`config.mk`:
```
export PLATFORM = sky130hd
export DESIGN_NAME = remanence_enroll
export DESIGN_NICKNAME = d
export VERILOG_FILES = /design/src/rtl/remanence_enroll.sv
export SDC_FILE = /design/constraint.sdc
export NUM_CORES = 1
export LEC_CHECK = 0
export ABC_AREA = 1
export BUFFER_PORTS_ARGS = -buffer_cell sky130_fd_sc_hd__buf_2
export CORE_MARGIN = 2
export CORE_UTILIZATION = 25
export CTS_CLUSTER_SIZE = 10
export DETAILED_ROUTE_END_ITERATION = 7
export SYNTH_ARGS = -nofsm -noshare
export SYNTH_HDL_FRONTEND = slang
export SYNTH_SLANG_ARGS = --single-unit
```
`constraint.sdc`:
```
create_clock -name clk -period 3.8 [get_ports clk]
set_input_delay 0.38 -clock clk [delete_from_list [all_inputs] [get_ports clk]]
set_output_delay 0.38 -clock clk [all_outputs]
set_load 0.02 [all_outputs]
```
`src/rtl/remanence_enroll.sv`:
```
module remanence_enroll #(
  parameter int N_CELLS  = 32,
  parameter int PRESCALE = 100000,
  parameter int MS_W     = 10,
  localparam int AW = $clog2(N_CELLS),
  localparam int CW = $clog2(N_CELLS + 1),
  localparam int PW = $clog2(PRESCALE + 1)
) (
  input  logic              clk,
  input  logic              rst_n,
  input  logic              start,
  input  logic [MS_W-1:0]   off_one_ms,
  input  logic [MS_W-1:0]   off_zero_ms,
  input  logic [CW-1:0]     want,
  output logic              mem_en,
  output logic              mem_we,
  output logic [AW-1:0]     mem_addr,
  output logic              mem_wdata,
  input  logic              mem_rdata,
  output logic              pg_req,
  input  logic              pg_ack,
  output logic              done,
  output logic              busy,
  output logic [N_CELLS-1:0] mask_one,
  output logic [N_CELLS-1:0] mask_zero,
  output logic [CW-1:0]     sel_one,
  output logic [CW-1:0]     sel_zero,
  output logic              shortfall
);

  typedef enum logic [2:0] {S_IDLE, S_FILL, S_GATE, S_WAIT, S_READ, S_PICK, S_DONE} st_t;

  st_t               st;
  logic              pass;
  logic [AW-1:0]     idx;
  logic [MS_W-1:0]   ms_left, off1_q, off0_q;
  logic [PW-1:0]     pre;
  logic [CW-1:0]     want_q;
  logic [N_CELLS-1:0] fell_hi, rose_lo;

  wire last   = idx == AW'(N_CELLS - 1);
  wire wval   = ~pass;
  wire cand1  = rose_lo[idx] & ~fell_hi[idx];
  wire cand0  = fell_hi[idx] & ~rose_lo[idx];
  wire take1  = cand1 && (sel_one < want_q);
  wire take0  = cand0 && (sel_zero < want_q);
  wire [CW-1:0] nxt1 = sel_one + CW'(take1);
  wire [CW-1:0] nxt0 = sel_zero + CW'(take0);

  assign mem_en    = (st == S_FILL) || (st == S_READ);
  assign mem_we    = (st == S_FILL);
  assign mem_addr  = idx;
  assign mem_wdata = wval;
  assign pg_req    = (st == S_GATE);
  assign done      = (st == S_DONE);
  assign busy      = (st != S_IDLE) && (st != S_DONE);

  always_ff @(posedge clk) begin
    if (!rst_n) begin
      st        <= S_IDLE;
      pass      <= 1'b0;
      idx       <= '0;
      ms_left   <= '0;
      pre       <= '0;
      off1_q    <= '0;
      off0_q    <= '0;
      want_q    <= '0;
      fell_hi   <= '0;
      rose_lo   <= '0;
      mask_one  <= '0;
      mask_zero <= '0;
      sel_one   <= '0;
      sel_zero  <= '0;
      shortfall <= 1'b0;
    end else begin
      case (st)
        S_IDLE, S_DONE: if (start) begin
          off1_q    <= off_one_ms;
          off0_q    <= off_zero_ms;
          want_q    <= want;
          fell_hi   <= '0;
          rose_lo   <= '0;
          mask_one  <= '0;
          mask_zero <= '0;
          sel_one   <= '0;
          sel_zero  <= '0;
          shortfall <= 1'b0;
          pass      <= 1'b0;
          idx       <= '0;
          st        <= S_FILL;
        end
        S_FILL: begin
          if (last) begin
            idx     <= '0;
            ms_left <= pass ? off0_q : off1_q;
            pre     <= '0;
            st      <= S_GATE;
          end else idx <= idx + 1'b1;
        end
        S_GATE: begin
          if (ms_left == '0) st <= S_WAIT;
          else if (pre == PW'(PRESCALE - 1)) begin
            pre     <= '0;
            ms_left <= ms_left - 1'b1;
          end else pre <= pre + 1'b1;
        end
        S_WAIT: if (pg_ack) st <= S_READ;
        S_READ: begin
          if (mem_rdata != wval) begin
            if (!pass) fell_hi[idx] <= 1'b1;
            else       rose_lo[idx] <= 1'b1;
          end
          if (last) begin
            idx <= '0;
            if (!pass) begin
              pass <= 1'b1;
              st   <= S_FILL;
            end else st <= S_PICK;
          end else idx <= idx + 1'b1;
        end
        S_PICK: begin
          if (take1) mask_one[idx]  <= 1'b1;
          if (take0) mask_zero[idx] <= 1'b1;
          sel_one  <= nxt1;
          sel_zero <= nxt0;
          if (last) begin
            shortfall <= (nxt1 < want_q) || (nxt0 < want_q);
            st        <= S_DONE;
          end else idx <= idx + 1'b1;
        end
        default: st <= S_IDLE;
      endcase
    end
  end

endmodule

```
Word-level counts from Yosys, hierarchy flattened. Index checks and enable logic that the tools add are counted.

Add/sub/neg operators: 5. $lt $le $gt $ge: 6. Equality and inequality tests: 24. Mux-type cells: 46. Bitwise gates (word level): 9. Reduce and logical (&&, ||, !) cells: 27.

Operators with widths (count): $pmux W32 S2 (4); $mux W32 (7); $or A32 B32 Y32 (4); $mux W17 (3); $mux W10 (4); $pmux W17 S2 (1); $lt A6 B6 Y1 (4); $pmux W6 S2 (2); $mux W3 (7); $ne A2 B2 Y1 const B (10); $pmux W10 S2 (1); $pmux W3 S6 (1); $reduce_and A3 Y1 (6); $add A17 B1 Y17 const B (1); $eq A17 B17 Y1 const B (1); $mux W5 (3); $pmux W5 S3 (1); $add A6 B1 Y6 (2); $reduce_and A4 Y1 (3); $bmux W1 S5 (2); $logic_not A10 Y1 (1); $sub A10 B1 Y10 const B (1); $eq A3 B3 Y1 const B (3); $ne A2 B1 Y1 const B (4); 22 further kinds (41).

Flip-flop bits (word level): 203. Input bits: 31. Logic and storage cells: 132.

Longest topological paths before layout.
Word-level depth: 10. Depth in mapped cells: 25. Depth with buffers taken out: 23.

Worst setup path after synthesis. No wires, ideal clock.

Path type: register to register. Start: register idx[1] (netlist: mem_addr[1]). End: register shortfall. Arrival time: 2.732 ns. Data required time: 3.668 ns. Path slack: 0.935 ns. Cell stages (with the launch flop): 24. Path buffers: 2. Clock period less this slack: 2.865 ns. Cells stage by stage: dfxtp_1 > buf_4 > inv_4 > buf_6 > nand3_1 > nand2_1 > nand2_1 > nand2_1 > nor2_1 > nand2_1 > nor2_2 > nand2_2 > inv_1 > ha_1 > nand3_1 > nor2_1 > nand2_1 > xnor2_1 > ha_1 > nand4_1 > o221ai_1 > nand2_1 > nand2_1 > a21oi_1.

Word-level cells in the longest chain between the ends: 10. Elaborated cells on any way between the ends: 20.

RTL lines: start: declaration (line 35) `logic [AW-1:0] idx;`; start signal: assignment (line 98) `end else idx <= idx + 1'b1;`; start signal: assignment (line 119) `end else idx <= idx + 1'b1;`; start signal: assignment (line 129) `end else idx <= idx + 1'b1;`; $bmux W1 S5 (line 43, 44); $mux W1 (not written as such) (line 43, 44); $not A1 Y1, on equally long branches (line 43, 44); $and A1 B1 Y1, on equally long branches (line 43, 44); $logic_and A1 B1 Y1, on equally long branches (line 45, 46); $add A6 B1 Y6, on equally long branches (line 47, 48); $lt A6 B6 Y1 (line 127) `shortfall <= (nxt1 < want_q) || (nxt0 < want_q);`; $logic_or A1 B1 Y1 (line 127); $mux W1 (line 126) `if (last) begin`; $pmux W1 S2 (line 76) `case (st)`; end signal: assignment (line 127); end: declaration (line 28) `output logic shortfall`.

Parallel ways exist; a longest one is shown, timed or not. The select of a mux whose other input is x is not followed. A chain may end at the register's enable or synchronous reset.

Worst setup path after layout.
Start: register idx[0] (netlist: mem_addr[0]). End: register shortfall.

Same word-level chain as after synthesis.

==> key figures <==
Worst setup path
  – Setup crit end kind: flip-flop
  – Worst EP arrival: 3570 ps
  – Worst path most repeated cell: nand2_1
  – Reg2reg end: shortfall
  – WP data required: 4230 ps
  – CP max stage delay: 440 ps
  – Reg-to-reg slack, setup: 660 ps
  – Worst Reg-to-Reg Cells: 20
  – Slowest cell on crit path: dfxtp_1
  – Crit path cell chain: buf_4, nand2_1, nand3_1, nand2_1, nand2_1, nand2_1, inv_1, nand2_1, nor2_2, and3_1, ha_1, ha_1, nand3_1, xnor2_1, ha_1, nand4_1, o221ai_1, nand2_1, nand2_1, a21oi_1
  – Startpoint types: flip-flop
  – Kind of critical path: reg2reg
  – CP Max Fanout: 23
  – Worst r2r src: mem_addr[0]

STA
  – Slew headroom: 37.9%
  – Worst Skew: 21.6 ps
  – RSZ-0062 raised after global routing: false
  – Setup tns final: 0 ps
  – Crit path time final: 3140 ps
  – Tcrit/Tclk final: 82.7%
  – Final setup viols: 0
  – Slew @ Worst Pin: 928 ps
  – FMAX: 0.318 GHz
  – Max-slew violations: 0
  – Endpoints failing hold: 0

Job
  – Max Cap Violations: 0

Global routing
  – GR Util met2: 22.0%
  – Met1 usage: 16.6%
  – Remaining global-route overflow: 0
  – All-layer global routing usage: 13.2%
  – GR peak layer: met2
  – Vias in the first global route: 8457
  – Largest net degree at the start of global routing: 129
  – Number of antenna violations at the first check in global routing: 0
  – Grt met3 use: 3.26%
  – Global-route wire length before repair: 43700 um

Finish
  – Commonest non-fill, non-tap cell in the layout: nand2_1
  – Ant diodes: 0
  – Most frequent cells in the layout: nand2_1, dfxtp_1, inv_1
  – Nets: 1501
  – Fillers: 4213
  – Layout area overhead: 17.9%
  – Layout cell share with drive strength beyond 1: 15.7%

Clock tree
  – Worst skew pair latency: 550 ps
  – Clk Tree Root Cell: clkbuf_16
  – Total CTS buffers: 26
  – Max clock buf depth: 3
  – Setup Buffers After CTS: 0
  – Hold_buf cts: 0
  – H-Tree Depth: 1
  – Sink Count: 203
  – CTS tree: built
  – Worst-path clk slew: 60 ps
  – Post_cts resized: 0

Yosys
  – Post-synth EDFFs: 0
  – Main combinational cell family by area after synthesis: simple AND/OR/NAND/NOR gates
  – Post-Synth Adder-Cell Area: 4.02%
  – Sequential area share after synthesis: 42.1%
  – Mean Syn Cell Area: 7.19 sq um
  – Yosys reg bits: 203
  – Simple-gate share of the synthesized area: 25.2%
  – Xor/xnor share of the synthesized area: 1.36%
  – Syn Nets: 1403
  – Post-synthesis compound-gate area fraction: 15.3%
  – Synthesized area: 9650 sq um
  – Share of flip-flops with an asynchronous set or reset: 0%
  – Syn Inst Count: 1341
  – Distinct cell type count after synthesis: 43
  – Post-synth top flop: dfxtp_1
  – Post-synthesis mux area share: 0.104%
  – Yosys Warn Count: 0

Routing
  – DR pass1 iterations: 5
  – Residual DRC: 0
  – Vias: 8676
  – Initial DRC count: 564
  – WL per Instance: 13.7 um
  – Detailed-route wire length: 26800 um
  – Post-route ant nets: 0
  – DR vias/cell: 4.43

Power and ir drop
  – Total Power: 0.00678 W
  – Peak VDD IR: 0.342 mV
  – Leakage: 4.60 nW
  – Power per cell area: 596 nW/um^2

Die
  – Die width: 200 um
  – Die area: 40200 sq um
  – Initial Util: 25.5%
  – Die Span Y: 200 um
  – Site row count: 71
  – Placeable Area: 37800 sq um
  – Ports: 119

Placed design
  – IO Port Bufs: 118
  – Half-perimeter wire length after placement: 18700 um
  – Gpl congestion: 0.895

Min path
  – Hold/Removal Path Class: in2reg
  – Hold Path End: off1_q[5]
  – Hold Crit Depth: 3
  – Hold_sp: off_one_ms[5]

Outcome
  – Status: complete, no violations
[cell families after synthesis]
group / count (synthesis)
adders and majority gates: 31
xor gates and xnor gates: 15
AOI/OAI and AO/OA: 264
and+or+nand+nor: 567
buffers and inverters: 260
muxes: 1
DFF: 203
[cells in the mapped netlist (all sizes together), types with 5 or more instances]
| master | count | area share [%] |
|---|---|---|
| dfxtp | 203 | 42 |
| o21ai | 57 | 3.0 |
| nand2 | 318 | 13 |
| nand3 | 89 | 5.7 |
| inv | 201 | 7.9 |
| xor2 | 10 | 0.91 |
| xnor2 | 5 | 0.45 |
| nand4 | 5 | 0.32 |
| buf | 47 | 3.5 |
| nor2 | 136 | 5.6 |
| a21oi | 185 | 10 |
| ha | 31 | 4.0 |
| nor3 | 12 | 0.62 |
| clkbuf | 12 | 0.47 |
[critical path, delay by kind of cell (launching register included)]
family / cells / cell delay (ps)
buffers and inverters: 2 / 350
AOI/OAI and AO/OA: 2 / 220
and+or+nand+nor: 12 / 1140
DFF: 1 / 440
adders and majority gates: 3 / 690
xor gates and xnor gates: 1 / 190
[final cells by class]
type / instances / area, sq um / share of cell area, %
multi-input cells: 878 / 4450 / 39.1
repair buffers: 129 / 698 / 6.14
well taps: 511 / 639 / 5.62
clock buffers: 34 / 721 / 6.34
clock inverters: 4 / 38.8 / 0.341
flip-flops and latches: 203 / 4060 / 35.7
inverters: 201 / 762 / 6.70
[worst max path at each step]
| stage | endpoint | slack (ps) | startpoint | depth (start not counted) |
|---|---|---|---|---|
| 2_1_floorplan | shortfall | 940 | mem_addr[1] | 23 |
| 3_3_place_gp | shortfall | 740 | mem_addr[0] | 21 |
| 3_5_place_dp | shortfall | 690 | mem_addr[0] | 22 |
| 4_1_cts | shortfall | 670 | mem_addr[0] | 22 |
| 5_1_grt | shortfall | 310 | mem_addr[0] | 22 |
| 6_report | shortfall | 660 | mem_addr[0] | 20 |
[through the flow]
stage / cells / util [%] / setup slack [ps] / instance area, sq um / hold WS [ps]
2_1_floorplan: 1341 / - / 935 / 9650 / 435
3_3_place_gp: 1922 / 28.1 / 739 / 10600 / 435
3_5_place_dp: 1922 / 28.1 / 695 / 10600 / 438
4_1_cts: 1960 / 30.1 / 668 / 11400 / 27.5
5_1_grt: 1960 / 30.1 / 309 / 11400 / 46.7
6_report: 1960 / 30.1 / 658 / 11400 / 56.4
[registers in the layout (all words and copies together) (netlist names)]
register,flops
off0_q,10
mask_one,32
fell_hi,32
mem_addr,5
ms_left,10
off1_q,10
sel_one,6
st,3
sel_zero,6
pre,17
want_q,6
rose_lo,32
mask_zero,32
shortfall,1
pass,1
[where the power goes]
part	total [W]	leakage, nW	switching, W	internal [W]
registers	0.00241	1.64	0.000120	0.00229
logic	0.00215	2.58	0.00155	0.000596
clock network	0.00223	0.373	0.000916	0.00131
total	0.00678	4.60	0.00259	0.00420
[routing by layer]
metal  vias up  part of all wire [%]
li1       4438                     -
met1      3959                    45
met2       223                    46
met3        56                   5.9
met4         0                   3.4
met5         -                     0
Note: power is estimated with default switching activity, not from simulation.
